===== src/rtl/gpio_pkg.sv =====
package gpio_pkg;
  localparam int FUNC_W     = 4;
  localparam int BANK_SEL_W = 2;
  localparam int NUM_FUNCS  = 11;

  typedef enum logic [FUNC_W-1:0] {
    F_DIR  = 4'd0,
    F_POL  = 4'd1,
    F_LVL  = 4'd2,
    F_SET  = 4'd3,
    F_CLR  = 4'd4,
    F_RISE = 4'd5,
    F_FALL = 4'd6,
    F_HIGH = 4'd7,
    F_LOW  = 4'd8,
    F_PEND = 4'd9,
    F_EDGE = 4'd10
  } funcE;

  typedef struct packed {
    logic                  wrHit;
    logic                  rdHit;
    funcE                  func;
    logic [BANK_SEL_W-1:0] bank;
  } busStrbT;
endpackage


===== src/rtl/gpio_decode.sv =====
module gpio_decode
  import gpio_pkg::*;
#(
  parameter int NUM_BANKS = 3,
  parameter int ADDR_W    = 8
) (
  input  logic [ADDR_W-1:0] busAddr,
  input  logic              busWrEn,
  input  logic              busRdEn,
  output busStrbT           strb
);
  logic [FUNC_W-1:0]     funcRaw;
  logic [BANK_SEL_W-1:0] bankRaw;
  logic                  upperZero;
  logic                  mapped;

  assign funcRaw = busAddr[7:4];
  assign bankRaw = busAddr[3:2];

  generate
    if (ADDR_W > 8) begin : g_upper
      assign upperZero = ~|busAddr[ADDR_W-1:8];
    end else begin : g_noUpper
      assign upperZero = 1'b1;
    end
  endgenerate

  assign mapped = upperZero && (busAddr[1:0] == 2'b00)
               && (funcRaw < FUNC_W'(NUM_FUNCS))
               && (32'(bankRaw) < NUM_BANKS);

  always_comb begin
    strb.wrHit = busWrEn && mapped;
    strb.rdHit = busRdEn && mapped;
    strb.func  = funcE'(funcRaw);
    strb.bank  = bankRaw;
  end
endmodule


===== src/rtl/gpio_bankdp.sv =====
module gpio_bankdp
  import gpio_pkg::*;
#(
  parameter int NUM_BANKS = 3,
  parameter int BANK_W    = 32,
  localparam int PIN_W    = NUM_BANKS * BANK_W
) (
  input  logic              clk,
  input  logic              rstN,
  input  busStrbT           strb,
  input  logic [BANK_W-1:0] wData,
  input  logic [PIN_W-1:0]  pinIn,
  output logic [BANK_W-1:0] rData,
  output logic [PIN_W-1:0]  pinOut,
  output logic [PIN_W-1:0]  pinOe,
  output logic              irqOut
);
  logic [BANK_W-1:0]    rdWord [NUM_BANKS];
  logic [NUM_BANKS-1:0] pendAny;

  for (genvar b = 0; b < NUM_BANKS; b++) begin : g_bank
    logic [BANK_W-1:0] dirR, polR, outR, riseEn, fallEn, hiR, loR, edgR, pendR;
    logic [BANK_W-1:0] syncA, syncB, prevS;
    logic [BANK_W-1:0] evt, clrMask, word;
    logic              wrB;

    assign wrB     = strb.wrHit && (strb.bank == BANK_SEL_W'(b));
    assign evt     = (syncB & ~prevS & riseEn) | (~syncB & prevS & fallEn);
    assign clrMask = (wrB && strb.func == F_PEND) ? wData : '0;

    always_ff @(posedge clk or negedge rstN) begin
      if (!rstN) begin
        dirR <= '0; polR <= '0; outR <= '0; riseEn <= '0; fallEn <= '0;
        hiR <= '0; loR <= '0; edgR <= '0; pendR <= '0;
        syncA <= '0; syncB <= '0; prevS <= '0;
      end else begin
        syncA <= pinIn[b*BANK_W +: BANK_W];
        syncB <= syncA;
        prevS <= syncB;
        // new capture overrides a clear in the same cycle
        pendR <= (pendR & ~clrMask) | evt;
        if (wrB) begin
          case (strb.func)
            F_DIR:  dirR   <= wData;
            F_POL:  polR   <= wData;
            F_LVL:  outR   <= wData;
            F_SET:  outR   <= outR | wData;
            F_CLR:  outR   <= outR & ~wData;
            F_RISE: riseEn <= wData;
            F_FALL: fallEn <= wData;
            F_HIGH: hiR    <= wData;
            F_LOW:  loR    <= wData;
            F_EDGE: edgR   <= wData;
            default: ;
          endcase
        end
      end
    end

    always_comb begin
      case (strb.func)
        F_DIR:   word = dirR;
        F_POL:   word = polR;
        F_LVL:   word = syncB;
        F_RISE:  word = riseEn;
        F_FALL:  word = fallEn;
        F_HIGH:  word = hiR;
        F_LOW:   word = loR;
        F_PEND:  word = pendR;
        F_EDGE:  word = edgR;
        default: word = '0;
      endcase
    end

    assign rdWord[b]                  = word;
    assign pinOut[b*BANK_W +: BANK_W] = outR;
    assign pinOe[b*BANK_W +: BANK_W]  = dirR;
    assign pendAny[b]                 = |pendR;
  end

  assign rData  = strb.rdHit ? rdWord[strb.bank] : '0;
  assign irqOut = |pendAny;
endmodule


===== src/rtl/gpioEdgeCtl.sv =====
module gpioEdgeCtl
  import gpio_pkg::*;
#(
  parameter int NUM_BANKS = 3,
  parameter int BANK_W    = 32,
  parameter int ADDR_W    = 8,
  localparam int PIN_W    = NUM_BANKS * BANK_W
) (
  input  logic              clk,
  input  logic              rstN,
  input  logic [ADDR_W-1:0] busAddr,
  input  logic              busWrEn,
  input  logic              busRdEn,
  input  logic [BANK_W-1:0] busWData,
  output logic [BANK_W-1:0] busRData,
  input  logic [PIN_W-1:0]  pinIn,
  output logic [PIN_W-1:0]  pinOut,
  output logic [PIN_W-1:0]  pinOe,
  output logic              irqOut
);
  busStrbT strb;

  gpio_decode #(.NUM_BANKS(NUM_BANKS), .ADDR_W(ADDR_W)) decI (
    .busAddr(busAddr), .busWrEn(busWrEn), .busRdEn(busRdEn), .strb(strb)
  );

  gpio_bankdp #(.NUM_BANKS(NUM_BANKS), .BANK_W(BANK_W)) dpI (
    .clk(clk), .rstN(rstN), .strb(strb), .wData(busWData), .pinIn(pinIn),
    .rData(busRData), .pinOut(pinOut), .pinOe(pinOe), .irqOut(irqOut)
  );
endmodule


===== config.mk =====
export PLATFORM = sky130hd
export DESIGN_NAME = gpioEdgeCtl
export DESIGN_NICKNAME = d
export VERILOG_FILES = /design/src/rtl/gpio_pkg.sv /design/src/rtl/gpio_decode.sv /design/src/rtl/gpio_bankdp.sv /design/src/rtl/gpioEdgeCtl.sv
export SDC_FILE = /design/constraint.sdc
export NUM_CORES = 2
export LEC_CHECK = 0
export BUFFER_PORTS_ARGS = -buffer_cell sky130_fd_sc_hd__buf_2
export CORE_MARGIN = 2
export CORE_UTILIZATION = 45
export DETAILED_ROUTE_END_ITERATION = 8
export HOLD_SLACK_MARGIN = 0.05
export PLACE_DENSITY = 0.74
export SLEW_MARGIN = 40
export SYNTH_ARGS = -nofsm -noshare
export SYNTH_HDL_FRONTEND = slang
export SYNTH_SLANG_ARGS = --single-unit
export TNS_END_PERCENT = 1

===== constraint.sdc =====
create_clock -name clk -period 5.6 [get_ports clk]
set_input_delay 0.84 -clock clk [delete_from_list [all_inputs] [get_ports clk]]
set_output_delay 0.84 -clock clk [all_outputs]
set_load 0.02 [all_outputs]

==> flow_metrics.tcl <==
set metrics [dict create \
    outcome "complete, no violations" \
    drc 0 \
    ios 365 \
    grt_usage_pct 31.3 \
    grt_pass1_vias 37001 \
    setup_viol 0 \
    cp_max_fo 48 \
    numCtsBuffers 121 \
    finalWirelength_um 175000 \
    ys_seq_area_share_pct 59.1 \
    stdcell_count 5667 \
    synth.avg_cell_area_um2 12.7 \
    slew_violations 0 \
    cts_setup_buffers 0 \
    portBuffers 364 \
    cts-resized-gates 0 \
    place_congestion 0.996 \
    fp.dieH_um 333 \
    grt_pass1_wl_um 255000 \
    cts_buffer_depth 3 \
    start_util_pct 45.4 \
    worst_ep_arrival_time_ns 4.31 \
    placed_cells 5434 \
    leakagePower_nw 27.0 \
    max-vdd-ir-drop_uv 286 \
    nets 4297 \
    gr-usage-met3_pct 11.8 \
    finalCriticalPeriod_ns 5.15 \
    root_buffer "clkbuf_16" \
    vias_per_cell 6.51 \
    num_rows 120 \
    cts_tree "yes" \
    worstSetupPathType "input port to output pin" \
    clk_pin_slew_ns 0.06 \
    syn_area_um2 48800 \
    ys.flop_type "dfrtp_1" \
    rsz0062_at_grt "false" \
    synth_cells 3831 \
    wl_per_cell_um 30.9 \
    nFillCells 8947 \
    die_area_um2 111000 \
    start_kind "input port" \
    final-hold-violation-count 0 \
    fmax_mhz 194 \
    yosysWarnings 0 \
    vias 36891 \
    yosysUniqueCellTypes 61 \
    busiest_layer "met2" \
    grtUsageMet2_pct 45.6 \
    synth_nets 3971 \
    place_area_um2 52500 \
    grt_use_met1_pct 39.7 \
    p_total_mw 21.1 \
    synth_edf_count 0 \
    slew_headroom_pct 30.1 \
    dp_hpwl_um 117000 \
    tns_ns 0 \
    synth_seq_cells 1152 \
    period_share_pct 91.9 \
    coreArea_um2 107000 \
    end_kind "output pin" \
    overflow 0 \
    numClockSinks 1152 \
    regArea_um2 28800 \
    die_w_um 333 \
    cts.hold.buffers_added 1 \
    drtAntennaViolNets 0 \
    grt_antenna_before_repair 12 \
    multiInputGateArea_um2 18500 \
    stdcell_area_um2 57100 \
    drt-initial-drc-count 4820 \
    critical_path_required_ns 4.76 \
    drive_above_1_share_pct 34.1 \
    synthToLayoutAreaGrowth_pct 17.0 \
    skew_ns 0.0279 \
    synthArstFlopShare_pct 100 \
    grt_max_degree 143 \
    min_path_type "input port to register" \
    cts_htree_levels 3 \
    clk_latency_ns 0.75 \
    p_per_area_nw_per_um2 369 \
    tightest_slew_ns 1.04 \
    drt_pass1_iterations 6 \
    cap_violations 0 \
]
[per-stage QoR]
step,util (%),hold WS [ns],setup slack (ns)
6_report,53.2,0.197,0.451
5_1_grt,53.2,0.178,0.588
4_1_cts,53.1,0.180,0.708
3_5_place_dp,48.9,0.335,0.716
3_3_place_gp,48.8,0.333,0.800
2_1_floorplan,-,0.331,1.99
[synthesized netlist by cell type, types with 42 or more instances]
library cell  instances  area (µm²)
a21o_1               97         728
o22ai_1              75         469
nor2_1               49         184
o211ai_1             98         736
clkbuf_1            174         653
o21ai_0             228        1140
mux2_2              653        7350
buf_2               124         621
mux2i_1              84         841
nand3b_1             98         736
nand2_1             338        1270
dfrtp_1            1152       28800
a22oi_1             237        1780
mux2_1               42         473
[sequential cells by signal, summed over array words and instances, names as in the netlist]
signal / count
dpI.g_bank.edgR: 96
dpI.g_bank.pendR: 96
dpI.g_bank.loR: 96
dpI.g_bank.fallEn: 96
dpI.g_bank.outR: 96
dpI.g_bank.polR: 96
dpI.g_bank.riseEn: 96
dpI.g_bank.syncB: 96
dpI.g_bank.hiR: 96
dpI.g_bank.dirR: 96
dpI.g_bank.syncA: 96
dpI.g_bank.prevS: 96
[layout by cell type (no fill, tap or decap), drive strengths merged, types with 8 or more instances in the layout]
master   netlist  final
a21o          97     97
a22oi        237    237
dfrtp       1152   1152
a21oi         40     40
nand2b         8      8
a2111oi       30     30
nor2          49     49
nor2b          8      8
nand3b        98     98
a221oi        15     15
clkbuf       174    166
a32oi          9      9
o21ai        230    230
buf          160    536
mux2i         84     84
a211oi        30     30
clkinv         3     29
inv            2      8
bufinv         0     24
a22o          22     22
o32ai         18     18
o22ai         75     75
o221ai        37     37
nor4          39     39
nand2        341    341
mux2         695    695
o211ai        98     98
[kinds of logic after synthesis]
logic type             after synthesis  share of synthesized area, %
buffers and inverters              339                          3.20
AND/OR/NAND/NOR                    598                          6.14
multiplexers                       783                          18.0
AO/OA/AOI/OAI                      959                          13.6
flip-flops                        1152                          59.1
[critical path: stages]
cell and delay (ns):
buf_4 0.66, buf_4 0.33, or3b_2 0.60, nor2_1 0.41
a221o_1 0.17, o31ai_1 0.11, buf_4 0.17, a211oi_1 0.55
buf_4 0.21, buf_2 0.16
[metal layers]
layer / vias up / share of wire [%] / wire length (µm)
met5: - / 0.046 / 80
met4: 14 / 7.0 / 12200
met3: 733 / 13 / 23300
met2: 2564 / 43 / 75600
met1: 18732 / 37 / 64000
li1: 14848 / - / -
[final timing paths]
path	from	endpoint	slack, ns	cells past startpoint
max	busAddr[5]	busRData[30]	0.45	10
min	pinIn[62]	dpI.g_bank[1].syncA[30]	0.20	1
max reg2reg	dpI.g_bank[0].syncB[22]	dpI.g_bank[0].pendR[22]	4.47	3
min reg2reg	dpI.g_bank[2].syncA[4]	dpI.g_bank[2].syncB[4]	0.32	0
max in group asynchronous	rstN	dpI.g_bank[2].outR[23]	3.43	5
min in group asynchronous	rstN	dpI.g_bank[2].syncA[7]	0.62	2
[area by class of cell]
cell class | count | area share (%)
Sequential cell | 1152 | 50.5
Antenna cell | 2 | 0.00877
Inverter | 5 | 0.0329
Tap cell | 1403 | 3.08
Timing Repair Buffer | 537 | 5.97
Multi-Input combinational cell | 2340 | 32.5
Clock inverter | 62 | 1.82
Clock buffer | 166 | 6.13
[where the power goes]
group,switching (mW),internal (mW),leakage [nW]
registers,0.811,9.07,15.1
logic,1.32,0.842,9.73
clock network,3.54,5.49,2.22
Note: power is estimated with default switching activity, not from simulation.
